$ cat src/rtl/tod_pkg.sv
package tod_pkg;
  typedef enum logic [1:0] {
    SEL_INCR = 2'd0,
    SEL_SEC  = 2'd1,
    SEL_EN   = 2'd2,
    SEL_NONE = 2'd3
  } cfg_sel_e;
endpackage

$ cat src/rtl/pps_edge_sync.sv
module pps_edge_sync #(
  parameter int STAGES = 2
) (
  input  logic clk,
  input  logic rst_n,
  input  logic pps_in,
  output logic pps_rise
);
  logic [STAGES-1:0] chain_q;
  logic              last_q;

  generate
    if (STAGES == 1) begin : g_one
      always_ff @(posedge clk or negedge rst_n)
        if (!rst_n) chain_q <= '0;
        else        chain_q <= pps_in;
    end else begin : g_many
      always_ff @(posedge clk or negedge rst_n)
        if (!rst_n) chain_q <= '0;
        else        chain_q <= {chain_q[STAGES-2:0], pps_in};
    end
  endgenerate

  always_ff @(posedge clk or negedge rst_n)
    if (!rst_n) last_q <= 1'b0;
    else        last_q <= chain_q[STAGES-1];

  assign pps_rise = chain_q[STAGES-1] & ~last_q;
endmodule

$ cat src/rtl/tod_counter.sv
module tod_counter
  import tod_pkg::*;
#(
  parameter int              SEC_W    = 32,
  parameter int              FRAC_W   = 32,
  parameter int              EXT_W    = 16,
  parameter longint unsigned INCR_DEF = 64'd1759219,
  parameter int              COMP_CYC = 2,
  parameter int              GAIN_SH  = 27,
  parameter int              LIM_SH   = 10,
  localparam int             ACC_W    = FRAC_W + EXT_W,
  localparam int             TIME_W   = SEC_W + FRAC_W
) (
  input  logic              clk,
  input  logic              rst_n,
  input  logic              cfg_wr,
  input  logic [1:0]        cfg_sel,
  input  logic [ACC_W-1:0]  cfg_data,
  input  logic              pps_rise,
  output logic [TIME_W-1:0] cur_time,
  output logic [TIME_W-1:0] next_time
);
  localparam int TOT_W = SEC_W + ACC_W;

  logic [SEC_W-1:0]  sec_q, sec_n;
  logic [ACC_W-1:0]  acc_q, acc_n;
  logic [ACC_W-1:0]  inc_nom_q, inc_nom_n, inc_cur_q, inc_cur_n;
  logic              en_q, en_n;

  logic [TOT_W-1:0]        t_adv, diff;
  logic [ACC_W-1:0]        comp;
  logic signed [ACC_W-1:0] err, adj, lim, adj_c;
  logic                    fix;
  cfg_sel_e                sel;

  always_comb begin
    sel   = cfg_sel_e'(cfg_sel);
    t_adv = {sec_q, acc_q} + TOT_W'(inc_cur_q);
    comp  = inc_cur_q * ACC_W'(COMP_CYC);
    diff  = t_adv - TOT_W'(comp);
    err   = diff[ACC_W-1:0];
    adj   = err >>> GAIN_SH;
    lim   = ACC_W'(inc_nom_q >> LIM_SH);
    if (adj > lim)       adj_c = lim;
    else if (adj < -lim) adj_c = -lim;
    else                 adj_c = adj;
    fix = pps_rise & en_q;

    {sec_n, acc_n} = t_adv;
    inc_nom_n      = inc_nom_q;
    inc_cur_n      = inc_cur_q;
    en_n           = en_q;
    if (fix) begin
      sec_n     = diff[TOT_W-1 -: SEC_W] + SEC_W'(diff[ACC_W-1]);
      acc_n     = comp;
      inc_cur_n = inc_cur_q - $unsigned(adj_c);
    end
    if (cfg_wr) begin
      case (sel)
        SEL_INCR: begin
          inc_nom_n = cfg_data;
          inc_cur_n = cfg_data;
        end
        SEL_SEC: begin
          sec_n = cfg_data[SEC_W-1:0];
          acc_n = '0;
        end
        SEL_EN:  en_n = cfg_data[0];
        default: ;
      endcase
    end
  end

  always_ff @(posedge clk or negedge rst_n)
    if (!rst_n) begin
      sec_q     <= '0;
      acc_q     <= '0;
      inc_nom_q <= ACC_W'(INCR_DEF);
      inc_cur_q <= ACC_W'(INCR_DEF);
      en_q      <= 1'b0;
    end else begin
      sec_q     <= sec_n;
      acc_q     <= acc_n;
      inc_nom_q <= inc_nom_n;
      inc_cur_q <= inc_cur_n;
      en_q      <= en_n;
    end

  assign cur_time  = {sec_q, acc_q[ACC_W-1 -: FRAC_W]};
  assign next_time = {sec_n, acc_n[ACC_W-1 -: FRAC_W]};
endmodule

$ cat src/rtl/stamp_append.sv
module stamp_append #(
  parameter int DATA_W = 64
) (
  input  logic              clk,
  input  logic              rst_n,
  input  logic [DATA_W-1:0] stamp_in,
  input  logic              s_tvalid,
  output logic              s_tready,
  input  logic [DATA_W-1:0] s_tdata,
  input  logic              s_tlast,
  output logic              m_tvalid,
  input  logic              m_tready,
  output logic [DATA_W-1:0] m_tdata,
  output logic              m_tlast
);
  logic              sop_q, tail_q;
  logic [DATA_W-1:0] stamp_q;

  assign s_tready = ~tail_q & m_tready;
  assign m_tvalid = tail_q | s_tvalid;
  assign m_tdata  = tail_q ? stamp_q : s_tdata;
  assign m_tlast  = tail_q;

  always_ff @(posedge clk or negedge rst_n)
    if (!rst_n) begin
      sop_q   <= 1'b1;
      tail_q  <= 1'b0;
      stamp_q <= '0;
    end else if (tail_q) begin
      if (m_tready) begin
        tail_q <= 1'b0;
        sop_q  <= 1'b1;
      end
    end else if (s_tvalid && m_tready) begin
      if (sop_q) stamp_q <= stamp_in;
      sop_q <= 1'b0;
      if (s_tlast) tail_q <= 1'b1;
    end
endmodule

$ cat src/rtl/pkt_tod_stamper.sv
module pkt_tod_stamper #(
  parameter int              SEC_W       = 32,
  parameter int              FRAC_W      = 32,
  parameter int              EXT_W       = 16,
  parameter longint unsigned INCR_DEF    = 64'd1759219,
  parameter int              COMP_CYC    = 2,
  parameter int              GAIN_SH     = 27,
  parameter int              LIM_SH      = 10,
  parameter int              SYNC_STAGES = 2,
  localparam int             ACC_W       = FRAC_W + EXT_W,
  localparam int             TIME_W      = SEC_W + FRAC_W
) (
  input  logic              clk,
  input  logic              rst_n,
  input  logic              cfg_wr,
  input  logic [1:0]        cfg_sel,
  input  logic [ACC_W-1:0]  cfg_data,
  input  logic              pps_in,
  output logic [TIME_W-1:0] cur_time,
  input  logic              s_tvalid,
  output logic              s_tready,
  input  logic [TIME_W-1:0] s_tdata,
  input  logic              s_tlast,
  output logic              m_tvalid,
  input  logic              m_tready,
  output logic [TIME_W-1:0] m_tdata,
  output logic              m_tlast
);
  logic              pps_rise;
  logic [TIME_W-1:0] next_time;

  pps_edge_sync #(.STAGES(SYNC_STAGES)) u_sync (
    .clk(clk), .rst_n(rst_n), .pps_in(pps_in), .pps_rise(pps_rise)
  );

  tod_counter #(
    .SEC_W(SEC_W), .FRAC_W(FRAC_W), .EXT_W(EXT_W), .INCR_DEF(INCR_DEF),
    .COMP_CYC(COMP_CYC), .GAIN_SH(GAIN_SH), .LIM_SH(LIM_SH)
  ) u_ctr (
    .clk(clk), .rst_n(rst_n), .cfg_wr(cfg_wr), .cfg_sel(cfg_sel),
    .cfg_data(cfg_data), .pps_rise(pps_rise),
    .cur_time(cur_time), .next_time(next_time)
  );

  stamp_append #(.DATA_W(TIME_W)) u_app (
    .clk(clk), .rst_n(rst_n), .stamp_in(next_time),
    .s_tvalid(s_tvalid), .s_tready(s_tready), .s_tdata(s_tdata), .s_tlast(s_tlast),
    .m_tvalid(m_tvalid), .m_tready(m_tready), .m_tdata(m_tdata), .m_tlast(m_tlast)
  );
endmodule

$ cat config.mk
export PLATFORM = sky130hd
export DESIGN_NAME = pkt_tod_stamper
export DESIGN_NICKNAME = d
export VERILOG_FILES = /design/src/rtl/tod_pkg.sv /design/src/rtl/pps_edge_sync.sv /design/src/rtl/tod_counter.sv /design/src/rtl/stamp_append.sv /design/src/rtl/pkt_tod_stamper.sv
export SDC_FILE = /design/constraint.sdc
export NUM_CORES = 1
export LEC_CHECK = 0
export CORE_MARGIN = 2
export CORE_UTILIZATION = 40
export CTS_BUF_LIST = sky130_fd_sc_hd__clkbuf_4
export DETAILED_ROUTE_END_ITERATION = 6
export SLEW_MARGIN = 10
export SYNTH_ARGS = -nofsm -noshare
export SYNTH_HDL_FRONTEND = slang
export SYNTH_HIERARCHICAL = 1
export SYNTH_SLANG_ARGS = --single-unit
$ cat constraint.sdc
create_clock -name clk -period 12.05 [get_ports clk]
set_input_delay 1.205 -clock clk [delete_from_list [all_inputs] [get_ports clk]]
set_output_delay 1.205 -clock clk [all_outputs]
set_load 0.01 [all_outputs]
==> impl_metrics.tcl, run 1 <==
set metrics [dict create \
    pin_count 252 \
    postRouteAntennaNets 0 \
    die_h_um 246 \
    die_area_mm2 0.0607 \
    synth_top_area_share_pct 22.7 \
    drc 0 \
    vias 23415 \
    place_area_mm2 0.0276 \
    port_buffers 251 \
    final_cell_mix "307 x nand2_1, 284 x a21oi_1, 250 x clkdlybuf4s50_1, 228 x ha_1, 218 x buf_4" \
    maxSlewViolCount 0 \
    start_util_pct 40.6 \
    synth_fa_ha_area_share_pct 12.4 \
    ff_latch_area_mm2 0.00594 \
    worst_path_largest_cell_delay_ns 0.52 \
    ff2ff_path_depth 53 \
    num_rows 88 \
    grt_pass1_wl_mm 134 \
    muxShareOfSynthArea_pct 8.03 \
    synth-xor-area-share_pct 7.11 \
    synth_compound_area_share_pct 21.9 \
    drt_iter0_markers 1999 \
    synth_edf_count 0 \
    max_slew_margin_pct 24.6 \
    antenna_found_initial 2 \
    hold_viol 0 \
    insertion_delay_ns 0.83 \
    grt_use_total_pct 28.9 \
    totalWireLength_mm 90.4 \
    path_clk_slew_ns 0.06 \
    worst-setup-path-type "flop to flop" \
    critical_path.endpoint_type "flop" \
    synthSimpleGateAreaFrac_pct 18.7 \
    async_flop_share_pct 100 \
    synth_top_family_by_area "compound AO/OA/AOI/OAI gates" \
    via_per_inst 5.79 \
    finalSetupViolCount 0 \
    syn_area_mm2 0.0235 \
    fillers 5681 \
    stdcell_count 4046 \
    final_util_pct 49.9 \
    synth-seq-cells 236 \
    worst_setup_path_start_kind "flop" \
    mostFrequentLayoutCell "nand2_1" \
    syn_inst 2863 \
    cts-root-buf "clkbuf_4" \
    place_congestion 0.989 \
    multi_input_area_mm2 0.0163 \
    fin_tns_setup_ns 0 \
    final_cell_area_mm2 0.0289 \
    global_route.overflow_total 0 \
    drive_gt1_share_pct 18.0 \
    worstMarginPinSlew_ns 1.13 \
    min_period_ns 11.56 \
    grt_pass1_vias 22558 \
    placed_cells 3903 \
    holdCritPathClass "input port to async pin" \
    nNetsFinal 3575 \
    max_freq_mhz 86.5 \
    arrival_ns 12.22 \
    fin_crit_sh_pct 96.0 \
    cts_tree "built" \
    skew_ns 0.0471 \
    dpl.hpwl_mm 72.0 \
    die_x_um 246 \
    area_growth_pct 23.0 \
    slowest_stage "xnor2_1" \
    clock-sinks 236 \
    required_ns 12.71 \
    ys.flop_type "dfrtp_1" \
    drt_pass1_iterations 6 \
    cp_max_fo 6 \
    synth_fp_nets 3215 \
    synth_seq_area_share_pct 25.2 \
    outcome "finished clean" \
    cp_num_buf_inv 4 \
    synth.distinct_cells 99 \
    syn_area_per_cell_um2 8.21 \
    path_delay_family "compound AO/OA/AOI/OAI gates" \
    wire_per_inst_um 22.3 \
    yosysTopAreaCell "dfrtp_1" \
    grt_max_degree 80 \
    yosys-top-cells-area "dfrtp_1 23%, ha_1 12%, a21oi_1 6.2%" \
    yosysWarningCount 6 \
    cts_buffers 74 \
    path_depth 53 \
    h-tree-depth 3 \
    cts_buffer_depth 3 \
    crit_top_cell "a21oi_1" \
    drv_cap 0 \
    rsz0062_at_grt "true" \
    core_area_mm2 0.0579 \
]
-- Yosys cell counts, drive strengths merged (13+ instances only) --
cell type / number
nand2: 308
a21oi: 293
ha: 229
nor2: 215
dfrtp: 213
o21ai: 195
mux2: 130
xnor2: 130
inv: 127
buf: 108
clkbuf: 84
a21o: 83
nand3: 76
nor3: 61
xor2: 60
nand4: 59
a211oi: 38
o21a: 38
and3: 34
a31oi: 30
nor2b: 28
nand2b: 26
dfstp: 23
o211ai: 21
o21bai: 21
mux2i: 19
or3: 19
and2: 17
and4: 14
o31ai: 14
nor4: 13
or2: 13
-- path summary, 6_finish.rpt --
check / slack, ns / end / start
hold / removal: 0.32 / u_app/stamp_q[3] / rst_n
max in group asynchronous: 9.68 / u_app/m_tlast / rst_n
min in group clk: 0.36 / u_sync/chain_q[1] / u_sync/chain_q[0]
setup / recovery: 0.49 / u_ctr/inc_cur_q[44] / u_ctr/inc_cur_q[2]
hold reg to reg: 0.36 / u_sync/chain_q[1] / u_sync/chain_q[0]
setup reg to reg: 0.49 / u_ctr/inc_cur_q[44] / u_ctr/inc_cur_q[2]
-- cells by family (layout without fill, tap and decap cells) --
| group | after synthesis | in the layout |
|---|---|---|
| AO/OA/AOI/OAI | 828 | 828 |
| other | 0 | 5 |
| buffers and inverters | 321 | 733 |
| flip-flops | 236 | 236 |
| adder cells (fa/ha/maj) | 232 | 232 |
| AND/OR/NAND/NOR | 907 | 908 |
| multiplexers | 149 | 149 |
| XOR/XNOR | 190 | 190 |
-- final cells by class --
type | count | share of cell area (%)
tap | 765 | 3.31
timing repair buffer | 475 | 14.8
clock buffer | 104 | 2.70
clock inverter | 25 | 0.545
antenna | 5 | 0.0433
inverter | 129 | 1.69
multi-input combinational | 2307 | 56.4
sequential | 236 | 20.5
-- what timing repair did --
action	CTS	global route
hold buffers	0	0
gates cloned	0	3
setup buffers	3	3
gates resized for setup	6	56
setup endpoints to repair	22	31
pin swaps	3	13
-- layer usage --
layer | share of wire (%) | up-vias | GRT usage [%]
met5 | 0 | - | 0
met4 | 4.9 | 0 | 13.6
met3 | 7.9 | 199 | 5.58
met2 | 44 | 968 | 44.8
met1 | 43 | 11228 | 38.6
li1 | - | 11020 | -
-- stage by stage --
step	setup WS, ns	hold slack (ns)
floorplan	0.102	0.331
global placement	-0.376	0.344
detailed placement	-0.596	0.339
CTS	0.0142	0.309
global route	-0.137	0.301
finish	0.488	0.318
-- registers in the layout, summed over array words and instances (netlist names), 2 cells and up --
signal           flops
u_ctr/inc_nom_q     38
u_app/stamp_q       64
u_ctr/inc_cur_q     48
u_ctr/acc_q         48
u_sync/chain_q       2
u_ctr/sec_q         32
Power of run 1 is not shown: default switching activity piles up to over one toggle a cycle in this logic, so the estimate is an artifact.
==> run 2: changes to the inputs <==
--- a/config.mk
+++ b/config.mk
@@ -5,6 +5,7 @@
 export SDC_FILE = /design/constraint.sdc
 export NUM_CORES = 1
 export LEC_CHECK = 0
+export ABC_AREA = 1
 export CORE_MARGIN = 2
 export CORE_UTILIZATION = 40
 export CTS_BUF_LIST = sky130_fd_sc_hd__clkbuf_4
==> run 2 against run 1 <==
Effect of this change:
- the run now ends with DRC left
- register-to-register slack better by 0.81 ns
- fmax grew 7.6%
- area after synthesis is 20% higher
- core utilization is 4.2 points lower
- final cell count increased by 44%
- worst setup slack better by 0.81 ns
- sequential share of layout area is 1.9 points lower
- die area increased by 19%
- highest routed layer is now met5
- routed wire length up 36%
- via count rose by 34%
==> impl_metrics.tcl, run 2 <==
set metrics [dict create \
    grt_use_total_pct 33.5 \
    cts_tree "built" \
    wire_per_inst_um 21.1 \
    synth_seq_area_share_pct 21.1 \
    global_route.overflow_total 0 \
    pin_count 252 \
    mostFrequentLayoutCell "nand2_1" \
    vias 31347 \
    die_x_um 269 \
    area_growth_pct 13.5 \
    post-cts-setup-buffer-count 0 \
    largest_register "u_app/stamp_q" \
    ctsHoldBuffers 0 \
    nNetsFinal 5193 \
    place_congestion 1.05 \
    rsz0062_at_grt "false" \
    required_ns 12.78 \
    skew_ns 0.0973 \
    worst-r2r-setup-slack_ns 1.30 \
    max_slew_margin_pct 29.5 \
    yosys-top-cells-area "nand2_1 21%, dfrtp_1 19%, ha_1 10%" \
    insertion_delay_ns 0.86 \
    ff2ff_path_depth 65 \
    violations "DRC" \
    holdCritPathClass "input port to async pin" \
    hold_viol 0 \
    drt_iter0_markers 3412 \
    async_flop_share_pct 100 \
    crit_top_cell "nand2_1" \
    synth_fp_nets 5011 \
    reg2reg_from "u_ctr/inc_cur_q[0]" \
    cts-root-buf "clkbuf_4" \
    finalSetupViolCount 0 \
    h-tree-depth 3 \
    critical_path.endpoint_type "flop" \
    arrival_ns 11.48 \
    yosysWarningCount 6 \
    slowest_stage "xor2_1" \
    synth_top_area_share_pct 21.3 \
    syn_area_mm2 0.0281 \
    drt_pass1_iterations 7 \
    yosysTopAreaCell "nand2_1" \
    yosysMostFrequentCell "nand2_1" \
    clock-sinks 236 \
    grt_max_degree 94 \
    max_freq_mhz 93.0 \
    drc 13 \
    via_per_inst 5.37 \
    grt_pass1_wl_mm 179 \
    worst_setup_path_start_kind "flop" \
    ys.flop_type "dfrtp_1" \
    grt_pass1_vias 28856 \
    final_cell_mix "1595 x nand2_1, 670 x inv_1, 422 x nor2_1, 250 x clkdlybuf4s50_1, 249 x a21oi_1" \
    start_util_pct 40.3 \
    drive_gt1_share_pct 6.58 \
    syn_inst 4659 \
    min_period_ns 10.75 \
    worstMarginPinSlew_ns 1.06 \
    outcome "finished, violations left" \
    synth_common_cells "1597 x nand2_1, 673 x inv_1, 423 x nor2_1, 249 x a21oi_1, 245 x nand3_1" \
    worstReg2RegEnd "u_ctr/inc_cur_q[35]" \
    port_buffers 251 \
    cp_max_fo 36 \
    syn_area_per_cell_um2 6.03 \
    antenna_found_initial 6 \
    fin_crit_sh_pct 89.2 \
    worst-setup-path-type "flop to flop" \
    postRouteAntennaNets 0 \
    synth-seq-cells 236 \
    drv_cap 0 \
    dpl.hpwl_mm 103 \
    worst_path_largest_cell_delay_ns 0.63 \
    core_area_mm2 0.0698 \
    cts_buffer_depth 3 \
    crit_start "u_ctr/inc_cur_q[0]" \
    fin_tns_setup_ns 0 \
    die_area_mm2 0.0724 \
    num_rows 97 \
    fillers 7683 \
    largest_reg_flops 64 \
    path_clk_slew_ns 0.06 \
    cts_resized 0 \
    synth.distinct_cells 61 \
    cts_buffers 73 \
    maxSlewViolCount 0 \
    biggestRegsByFlops "u_app/stamp_q (64), u_ctr/acc_q (48), u_ctr/inc_cur_q (48)" \
    die_h_um 269 \
    synth_edf_count 0 \
    totalWireLength_mm 123 \
]
-- run 2: final cells by class --
class	count	area, µm²	area share (%)
diodes	2	5.00	0.0157
flip-flops and latches	236	5940	18.6
inverters	712	2680	8.40
multi-input cells	3548	18600	58.2
clock inverters	28	120	0.377
clock buffers	100	751	2.36
repair buffers	270	2660	8.34
well taps	940	1180	3.69
-- run 2: cell families (layout without fill, tap and decap cells) --
kind of cell	Yosys count	after routing	synth area share (%)
AOI/OAI and AO/OA	674	674	14.0
xor gates and xnor gates	119	119	3.71
adders and majority gates	231	231	10.3
DFF	236	236	21.1
other	0	2	0
and+or+nand+nor	2524	2524	37.9
buffers and inverters	875	1110	12.9
-- run 2: worst max-delay path: cells and delay by family, from the launching register on --
family | cells | cell delay, ns
flip-flops | 1 | 0.58
AO/OA/AOI/OAI | 13 | 2.50
AND/OR/NAND/NOR | 36 | 3.35
adder cells (fa/ha/maj) | 5 | 1.80
buffers and inverters | 8 | 1.30
XOR/XNOR | 3 | 1.05
-- run 2: worst max path at each step --
| stage | end | slack (ns) | cells after the start |
|---|---|---|---|
| 6_report | u_ctr/inc_cur_q[35] | 1.30 | 65 |
| 5_1_grt | u_ctr/inc_cur_q[43] | 0.29 | 67 |
| 4_1_cts | u_ctr/inc_cur_q[43] | 1.39 | 67 |
| 3_5_place_dp | u_ctr/inc_cur_q[43] | 1.44 | 67 |
| 3_3_place_gp | u_ctr/inc_cur_q[41] | 1.44 | 62 |
| 2_1_floorplan | u_ctr/inc_cur_q[43] | 3.67 | 59 |
-- run 2: metal layers --
layer	track usage (%)	share of wire [%]	vias to the layer above
met1	48.2	45	14462
li1	-	-	15286
met4	14.3	4.3	2
met5	0	0.0065	-
met2	49.0	41	1402
met3	5.73	9.3	195
-- run 2: through the flow --
stage | setup slack, ns | cells | hold slack [ns] | cell area, µm² | util, %
final | 1.30 | 5836 | 0.262 | 31900 | 45.7
after floorplan | 3.67 | 4659 | 0.331 | 28100 | -
after detailed placement | 1.44 | 5706 | 0.342 | 31000 | 44.4
after CTS | 1.39 | 5834 | 0.233 | 31900 | 45.7
after global placement | 1.44 | 5706 | 0.353 | 31000 | 44.4
after global routing | 0.294 | 5835 | 0.272 | 31900 | 45.7
Power of run 2 is left out for the same reason.
